==> src/rtl/srt_pkg.sv <==
package srt_pkg;

  typedef enum logic [1:0] {
    STG_FAST = 2'd0,
    STG_MID  = 2'd1,
    STG_SLOW = 2'd2
  } relax_stage_e;

  function automatic relax_stage_e stage_of(input int unsigned cyc,
                                            input int unsigned fast_last,
                                            input int unsigned mid_last);
    if (cyc <= fast_last)     return STG_FAST;
    else if (cyc <= mid_last) return STG_MID;
    else                      return STG_SLOW;
  endfunction

endpackage

==> src/rtl/srt_sched.sv <==
module srt_sched
  import srt_pkg::*;
#(
  parameter int CW        = 8,
  parameter int FAST_LAST = 33,
  parameter int MID_LAST  = 110,
  parameter int SH_FAST   = 2,
  parameter int SH_MID    = 3,
  parameter int SH_SLOW   = 4,
  parameter int KW        = 3
) (
  input  logic          clk,
  input  logic          rst_n,
  input  logic          clr_i,
  input  logic          adv_i,
  output logic [CW-1:0] cnt_o,
  output logic [KW-1:0] shift_o
);

  localparam logic [CW-1:0] CNT_MAX = {CW{1'b1}};

  logic [CW-1:0] cnt_q, cnt_d;
  logic          cnt_en;
  relax_stage_e  stage;

  always_comb begin
    cnt_en = clr_i | (adv_i & (cnt_q != CNT_MAX));
    cnt_d  = cnt_q;
    if (clr_i)      cnt_d = '0;
    else if (adv_i) cnt_d = cnt_q + 1'b1;
  end

  always_ff @(posedge clk or negedge rst_n) begin
    if (!rst_n)      cnt_q <= '0;
    else if (cnt_en) cnt_q <= cnt_d;
  end

  always_comb begin
    stage = stage_of(int'(cnt_q), FAST_LAST, MID_LAST);
    unique case (stage)
      STG_FAST: shift_o = KW'(SH_FAST);
      STG_MID:  shift_o = KW'(SH_MID);
      default:  shift_o = KW'(SH_SLOW);
    endcase
  end

  assign cnt_o = cnt_q;

endmodule

==> src/rtl/srt_step.sv <==
module srt_step #(
  parameter int PW = 16,
  parameter int KW = 3
) (
  input  logic [PW-1:0] p_i,
  input  logic          bit_i,
  input  logic [KW-1:0] shift_i,
  output logic [PW-1:0] p_o
);

  localparam int XW = PW + 2;
  localparam logic signed [XW-1:0] ONE_X = {2'b01, {PW{1'b0}}};
  localparam logic signed [XW-1:0] TOP_X = {2'b00, {PW{1'b1}}};

  logic signed [XW-1:0] p_x, target, diff, delta, sum;

  always_comb begin
    p_x    = $signed({2'b00, p_i});
    target = bit_i ? ONE_X : '0;
    diff   = target - p_x;
    delta  = diff >>> shift_i;
    sum    = p_x + delta;
    if (sum < 0)          p_o = '0;
    else if (sum > TOP_X) p_o = TOP_X[PW-1:0];
    else                  p_o = sum[PW-1:0];
  end

endmodule

==> src/rtl/stream_prob_tracker.sv <==
module stream_prob_tracker #(
  parameter int PW         = 16,
  parameter int CW         = 8,
  parameter int FAST_LAST  = 33,
  parameter int MID_LAST   = 110,
  parameter int SH_FAST    = 2,
  parameter int SH_MID     = 3,
  parameter int SH_SLOW    = 4,
  parameter logic [PW-1:0] RESET_PROB = {1'b1, {(PW-1){1'b0}}}
) (
  input  logic          clk,
  input  logic          rst_n,
  input  logic          load_i,
  input  logic [PW-1:0] prior_i,
  input  logic          valid_i,
  input  logic          bit_i,
  output logic [PW-1:0] prob_o
);

  localparam int KW = 3;

  logic [CW-1:0] cyc_cnt;
  logic [KW-1:0] shift_k;
  logic [PW-1:0] prob_q, prob_d, step_p;
  logic          accept, prob_en;

  assign accept  = valid_i & ~load_i;
  assign prob_en = load_i | valid_i;

  srt_sched #(
    .CW(CW), .FAST_LAST(FAST_LAST), .MID_LAST(MID_LAST),
    .SH_FAST(SH_FAST), .SH_MID(SH_MID), .SH_SLOW(SH_SLOW), .KW(KW)
  ) u_sched (
    .clk    (clk),
    .rst_n  (rst_n),
    .clr_i  (load_i),
    .adv_i  (accept),
    .cnt_o  (cyc_cnt),
    .shift_o(shift_k)
  );

  srt_step #(.PW(PW), .KW(KW)) u_step (
    .p_i    (prob_q),
    .bit_i  (bit_i),
    .shift_i(shift_k),
    .p_o    (step_p)
  );

  always_comb begin
    prob_d = prob_q;
    if (load_i)      prob_d = prior_i;
    else if (accept) prob_d = step_p;
  end

  always_ff @(posedge clk or negedge rst_n) begin
    if (!rst_n)       prob_q <= RESET_PROB;
    else if (prob_en) prob_q <= prob_d;
  end

  assign prob_o = prob_q;

endmodule

==> config.mk <==
export PLATFORM = sky130hd
export DESIGN_NAME = stream_prob_tracker
export DESIGN_NICKNAME = d
export VERILOG_FILES = /design/src/rtl/srt_pkg.sv /design/src/rtl/srt_sched.sv /design/src/rtl/srt_step.sv /design/src/rtl/stream_prob_tracker.sv
export SDC_FILE = /design/constraint.sdc
export NUM_CORES = 1
export LEC_CHECK = 0
export CORE_MARGIN = 10
export CORE_UTILIZATION = 55
export CTS_CLUSTER_SIZE = 25
export DETAILED_ROUTE_END_ITERATION = 6
export GPL_TIMING_DRIVEN = 0
export PLACE_DENSITY = 0.75
export SLEW_MARGIN = 20
export SYNTH_ARGS = -nofsm -noshare
export SYNTH_HDL_FRONTEND = slang
export SYNTH_SLANG_ARGS = --single-unit
==> constraint.sdc <==
create_clock -name clk -period 14.1 [get_ports clk]
set_clock_uncertainty 0.2 [all_clocks]
set_input_delay 3.525 -clock clk [delete_from_list [all_inputs] [get_ports clk]]
set_output_delay 3.525 -clock clk [all_outputs]
set_load 0.01 [all_outputs]
After elaboration in Yosys (flattened, before gate mapping)

Index checks and enable logic that the tools add are counted.

Bits in registers: 24
Latch bits: 0
RAM bits: 0
Bits in read-only memories: 0
Output and inout port bits: 16
Word-level logic and storage cells: 31
Memories kept: 0

Add/subtract/negate cells: 3
Multipliers: 0
Divide/modulo/power cells: 0
Order comparisons: 4
Equal/unequal tests: 2
Shift-type cells: 1
Mux-type cells: 10
Bitwise gates (word level): 5
Reduce and logical (&&, ||, !) cells: 4

Operators by type and width:

| operator               | count |
|---|---|
| $mux W16               | 4 |
| $add A17 B18 Y18       | 1 |
| $gt A18 B17 Y1 const B | 1 |
| $lt A18 B1 Y1 const B  | 1 |
| $sshr A18 B3 Y18       | 1 |
| $sub A18 B17 Y18       | 1 |
| $mux W17               | 1 |
| $mux W8                | 2 |
| $add A8 B1 Y8 const B  | 1 |
| $le A8 B6 Y1 const B   | 1 |
| $le A8 B7 Y1 const B   | 1 |
| $ne A8 B8 Y1 const B   | 1 |
| $pmux W3 S2            | 1 |
| $mux W2                | 2 |
| $reduce_and A2 Y1      | 2 |
| $and A1 B1 Y1          | 2 |
| $eq A2 B1 Y1 const B   | 1 |
| $logic_not A2 Y1       | 1 |
| $or A1 B1 Y1           | 2 |
| $reduce_bool A2 Y1     | 1 |
| $not A1 Y1             | 1 |

Logic depth before layout (Yosys ltp)

Depth after elaboration: 12
Mapped depth: 19

Hierarchy

A second synthesis with hierarchy kept.

Cell total of the unflattened synthesis: 452
Area, all modules: 3545.9 sq um

By module, submodules not included:

| module              | times used | cells each | area an instance (sq um) |
|---|---|---|---|
| srt_step            | 1          | 320        | 2219.6 |
| stream_prob_tracker | 1          | 70         | 753.2 |
| srt_sched           | 1          | 62         | 573.0 |

Least setup slack after synthesis

OpenSTA, ideal clock, no wires.

Kind: input to register
Start: input bit_i
End: register prob_q[0] (netlist: prob_o[0])
Setup time: 0.076 ns
Arrival: 5.887 ns
Data required time: 13.824 ns
Setup slack: 7.937 ns
Stages: 12
Path buffers: 2
Path through: a221oi_1 a21oi_1 a311oi_1 ha_1 clkbuf_1 and4_1 nand4_1 o32ai_1 o211a_1 nor2_1 clkbuf_2 o21ai_1

Longest elaborated chain between the ends: 9
Elaborated cells on any way between the ends: 10
Those cells by class: add/sub: 2; order compare: 2; shift: 1; mux: 5

RTL lines:

| what                   | line                      | text |
|---|---|---|
| start: declaration     | stream_prob_tracker.sv:16 | `input logic bit_i,` |
| $mux W17 *             | srt_step.sv:19            | `target = bit_i ? ONE_X : '0;` |
| $sub A18 B17 Y18 *     | srt_step.sv:20            | `diff = target - p_x;` |
| $sshr A18 B3 Y18 *     | srt_step.sv:21            | `delta = diff >>> shift_i;` |
| $add A17 B18 Y18 *     | srt_step.sv:22            | `sum = p_x + delta;` |
| $gt A18 B17 Y1         | srt_step.sv:24            | `else if (sum > TOP_X) p_o = TOP_X[PW-1:0];` |
| $mux W16               | srt_step.sv:24            |  |
| $mux W16 *             | srt_step.sv:23            | `if (sum < 0) p_o = '0;` |
| $mux W16 *             | stream_prob_tracker.sv:52 | `else if (accept) prob_d = step_p;` |
| $mux W16 *             | stream_prob_tracker.sv:51 | `if (load_i) prob_d = prior_i;` |
| end signal: assignment | stream_prob_tracker.sv:57 | `else if (prob_en) prob_q <= prob_d;` |
| end: declaration       | stream_prob_tracker.sv:24 | `logic [PW-1:0] prob_q, prob_d, step_p;` |

Every way passes the cells marked *; elsewhere a longest branch is shown, timed or not. The select of a mux whose other input is x is not followed.
A chain may end at the register's enable or synchronous reset.

Final worst setup path

Start: input bit_i
End: register prob_q[7] (netlist: prob_o[7])

Same word-level chain as after synthesis.

==> impl_metrics.json <==
{
  "portBuffers": 35,
  "min_path_type": "reg2reg",
  "ios": 37,
  "synthFlopType": "dfrtp_1",
  "clkTransAtPathRegs_ps": 100,
  "numCtsBuffers": 3,
  "worst_setup_path_start_kind": "primary input",
  "final_util_pct": 67.2,
  "ys_types": 66,
  "drt.antenna.violating_nets": 0,
  "hold_violations": 0,
  "dp.cells": 500,
  "drv_slew": 0,
  "cp_data_required_time_ps": 14110,
  "totalPowerFinal_uw": 545,
  "irDropWorstVdd_v": 0.000100,
  "n_fill_cell": 488,
  "drv_cap": 0,
  "clk_latency_ps": 280,
  "routabilityCongestion": 0.907,
  "leakagePower_nw": 1.37,
  "status": "finished, final reports clean",
  "yosysWarnings": 0,
  "ys_ff_latch": 24,
  "yosys.area.top_type_share_pct": 19.2,
  "syn_area_sq_um": 3000,
  "core_area_sq_um": 5200,
  "place_hpwl_microns": 7070,
  "die-area_sq_um": 8800,
  "viasPerCell": 6.30,
  "setup_viol": 0,
  "final_common_cell": "a21oi_1",
  "dr.pass1.iters": 5,
  "dr_total_vias": 3174,
  "critPathCaptureType": "flop",
  "syn_to_final_growth_pct": 16.8,
  "drt_iter0_drc": 339,
  "die_w_microns": 93.8,
  "synth_top_area_cell": "dfrtp_1",
  "fmax_mhz": 140,
  "route.detailed.drc": 0,
  "post_cts_buffers": 0,
  "rows": 26,
  "cts_sinks": 24,
  "antennaDiodeCount": 0,
  "wl_per_cell_microns": 18.3,
  "rsz0062_at_grt": "false",
  "gr-usage-all-layers_pct": 20.7,
  "path_max_fanout": 10,
  "worst-slew-pin-transition_ps": 715,
  "grt_pass1_wl_microns": 14900,
  "grt_overflow": 0,
  "drive_above_1_share_pct": 6.91,
  "synth_edf_count": 0,
  "die_y_microns": 93.8,
  "crit_buf_inv": 3,
  "clock_path_buffers": 2,
  "cts-hold-fix-buffers": 0,
  "netlist_instances": 395,
  "start_util_pct": 57.5,
  "synth_nets": 439,
  "ys_top_cells_by_area": "dfrtp_1, a21oi_1, ha_1",
  "crit_type": "in2reg",
  "grt_max_degree": 25,
  "cts_root_buffer": "clkbuf_8",
  "pre_cts_slack_ps": 6680,
  "fin_crit_sh_pct": 50.8,
  "final_cells": 504,
  "routed_wl_microns": 9210,
  "timing.final.ws_setup_ps": 6930,
  "cts.repair.resized": 0,
  "h-tree-depth": 1,
  "postSynth.asyncResetShare_pct": 100,
  "tritoncts": "yes",
  "relSlewSlack_pct": 52.3,
  "crit_path_top_delay_cell": "clkdlybuf4s50_1",
  "post-route-min-period_ps": 7170,
  "yosysSeqAreaShare_pct": 20.1,
  "fin_tns_setup_ps": 0,
  "final_cell_mix": "a21oi_1, nor2_1, clkdlybuf4s50_1",
  "powerDensity_nw_per_um2": 156,
  "layout.nets": 479,
  "cp_top_family": "compound AO/OA/AOI/OAI gates",
  "cpPeakStageDelay_ps": 550,
  "arrival_ps": 7170,
  "grt_pass1_vias": 2904,
  "crit_chain": "clkdlybuf4s50_1, a221oi_1, a21oi_1, a311oi_1, ha_1, clkbuf_1, and4_1, nand4_1, o32ai_1, o211a_1, nor2_1, clkbuf_2, o21ai_1",
  "synth.avg_cell_area_sq_um": 7.58,
  "antenna_found_initial": 0
}
-- worst paths after layout --
check / endpoint / cells past startpoint / slack (ps) / start
worst min register to register: u_sched.cnt_o[4] / 2 / 410 / u_sched.cnt_o[4]
max in group asynchronous: prob_o[10] / 1 / 10260 / rst_n
worst max register to register: prob_o[7] / 17 / 8870 / u_sched.cnt_o[0]
min in group asynchronous: prob_o[9] / 1 / 3040 / rst_n
worst min-delay path: u_sched.cnt_o[4] / 2 / 410 / u_sched.cnt_o[4]
worst max-delay path: prob_o[7] / 13 / 6930 / bit_i
-- sequential cells by signal (all words and copies together), names as in the netlist --
name,count
prob_o,16
u_sched.cnt_o,8
-- kinds of logic (layout without fill, tap and decap cells) --
| group | Yosys count | count (layout) | share of synthesized area (%) |
|---|---|---|---|
| compound gates | 157 | 157 | 32.1 |
| xor+xnor | 20 | 20 | 5.85 |
| fa+ha+maj | 23 | 23 | 9.86 |
| buf+inv | 28 | 67 | 4.09 |
| flops | 24 | 24 | 20.1 |
| mux | 4 | 4 | 1.50 |
| simple gates | 139 | 139 | 26.5 |
-- cells in the mapped netlist, types with 5 or more instances --
| master | n |
|---|---|
| o21ai_1 | 13 |
| a211oi_1 | 7 |
| dfrtp_1 | 23 |
| clkbuf_1 | 16 |
| nor2_1 | 38 |
| xor2_1 | 13 |
| and2_1 | 6 |
| o21a_1 | 6 |
| nand2b_1 | 6 |
| a31oi_1 | 7 |
| o21ai_0 | 30 |
| nor3b_1 | 15 |
| nor3_1 | 5 |
| nand2_1 | 28 |
| ha_1 | 22 |
| o211ai_1 | 5 |
| a21o_1 | 6 |
| a21oi_1 | 56 |
| xnor2_1 | 7 |
| nand4_1 | 6 |
| inv_1 | 6 |
-- through the flow --
step                      hold slack (ps)  area (sq um)
after floorplan                       341          3000
after global placement                381          3430
after detailed placement              381          3430
after CTS                             406          3500
after global routing                  470          3500
final                                 407          3500
-- area by class of cell --
class / count / area (sq um) / area share (%)
multi-input cells: 343 / 2270 / 64.9
clock buffers: 3 / 41.3 / 1.18
clock inverters: 1 / 30.0 / 0.858
well taps: 70 / 87.6 / 2.50
inverters: 6 / 22.5 / 0.644
flip-flops and latches: 24 / 602 / 17.2
repair buffers: 35 / 345 / 9.87
plain buffers: 22 / 100 / 2.86
-- power by group --
| group | switching (mW) | internal (mW) | leakage, nW |
|---|---|---|---|
| Sequential | 0.0266 | 0.0818 | 0.305 |
| Clock | 0.0258 | 0.0381 | 0.0357 |
| Combinational | 0.213 | 0.160 | 1.03 |
| Total | 0.265 | 0.279 | 1.37 |
-- tightest hold or removal path, delay by kind of cell (launching register included) --
kind / cells / cell delay (ps)
xor+xnor: 1 / 80
simple gates: 1 / 80
flops: 1 / 410
-- metal layers --
layer | GRT usage, % | wire (microns) | vias to the layer above | share of wire (%)
met1 | 27.7 | 4130 | 1500 | 45
li1 | - | - | 1548 | -
met4 | 4.05 | 118 | 0 | 1.3
met5 | 0 | 0 | - | 0
met3 | 2.72 | 561 | 13 | 6.1
met2 | 34.4 | 4400 | 113 | 48
(Power assumes the default switching activity.)
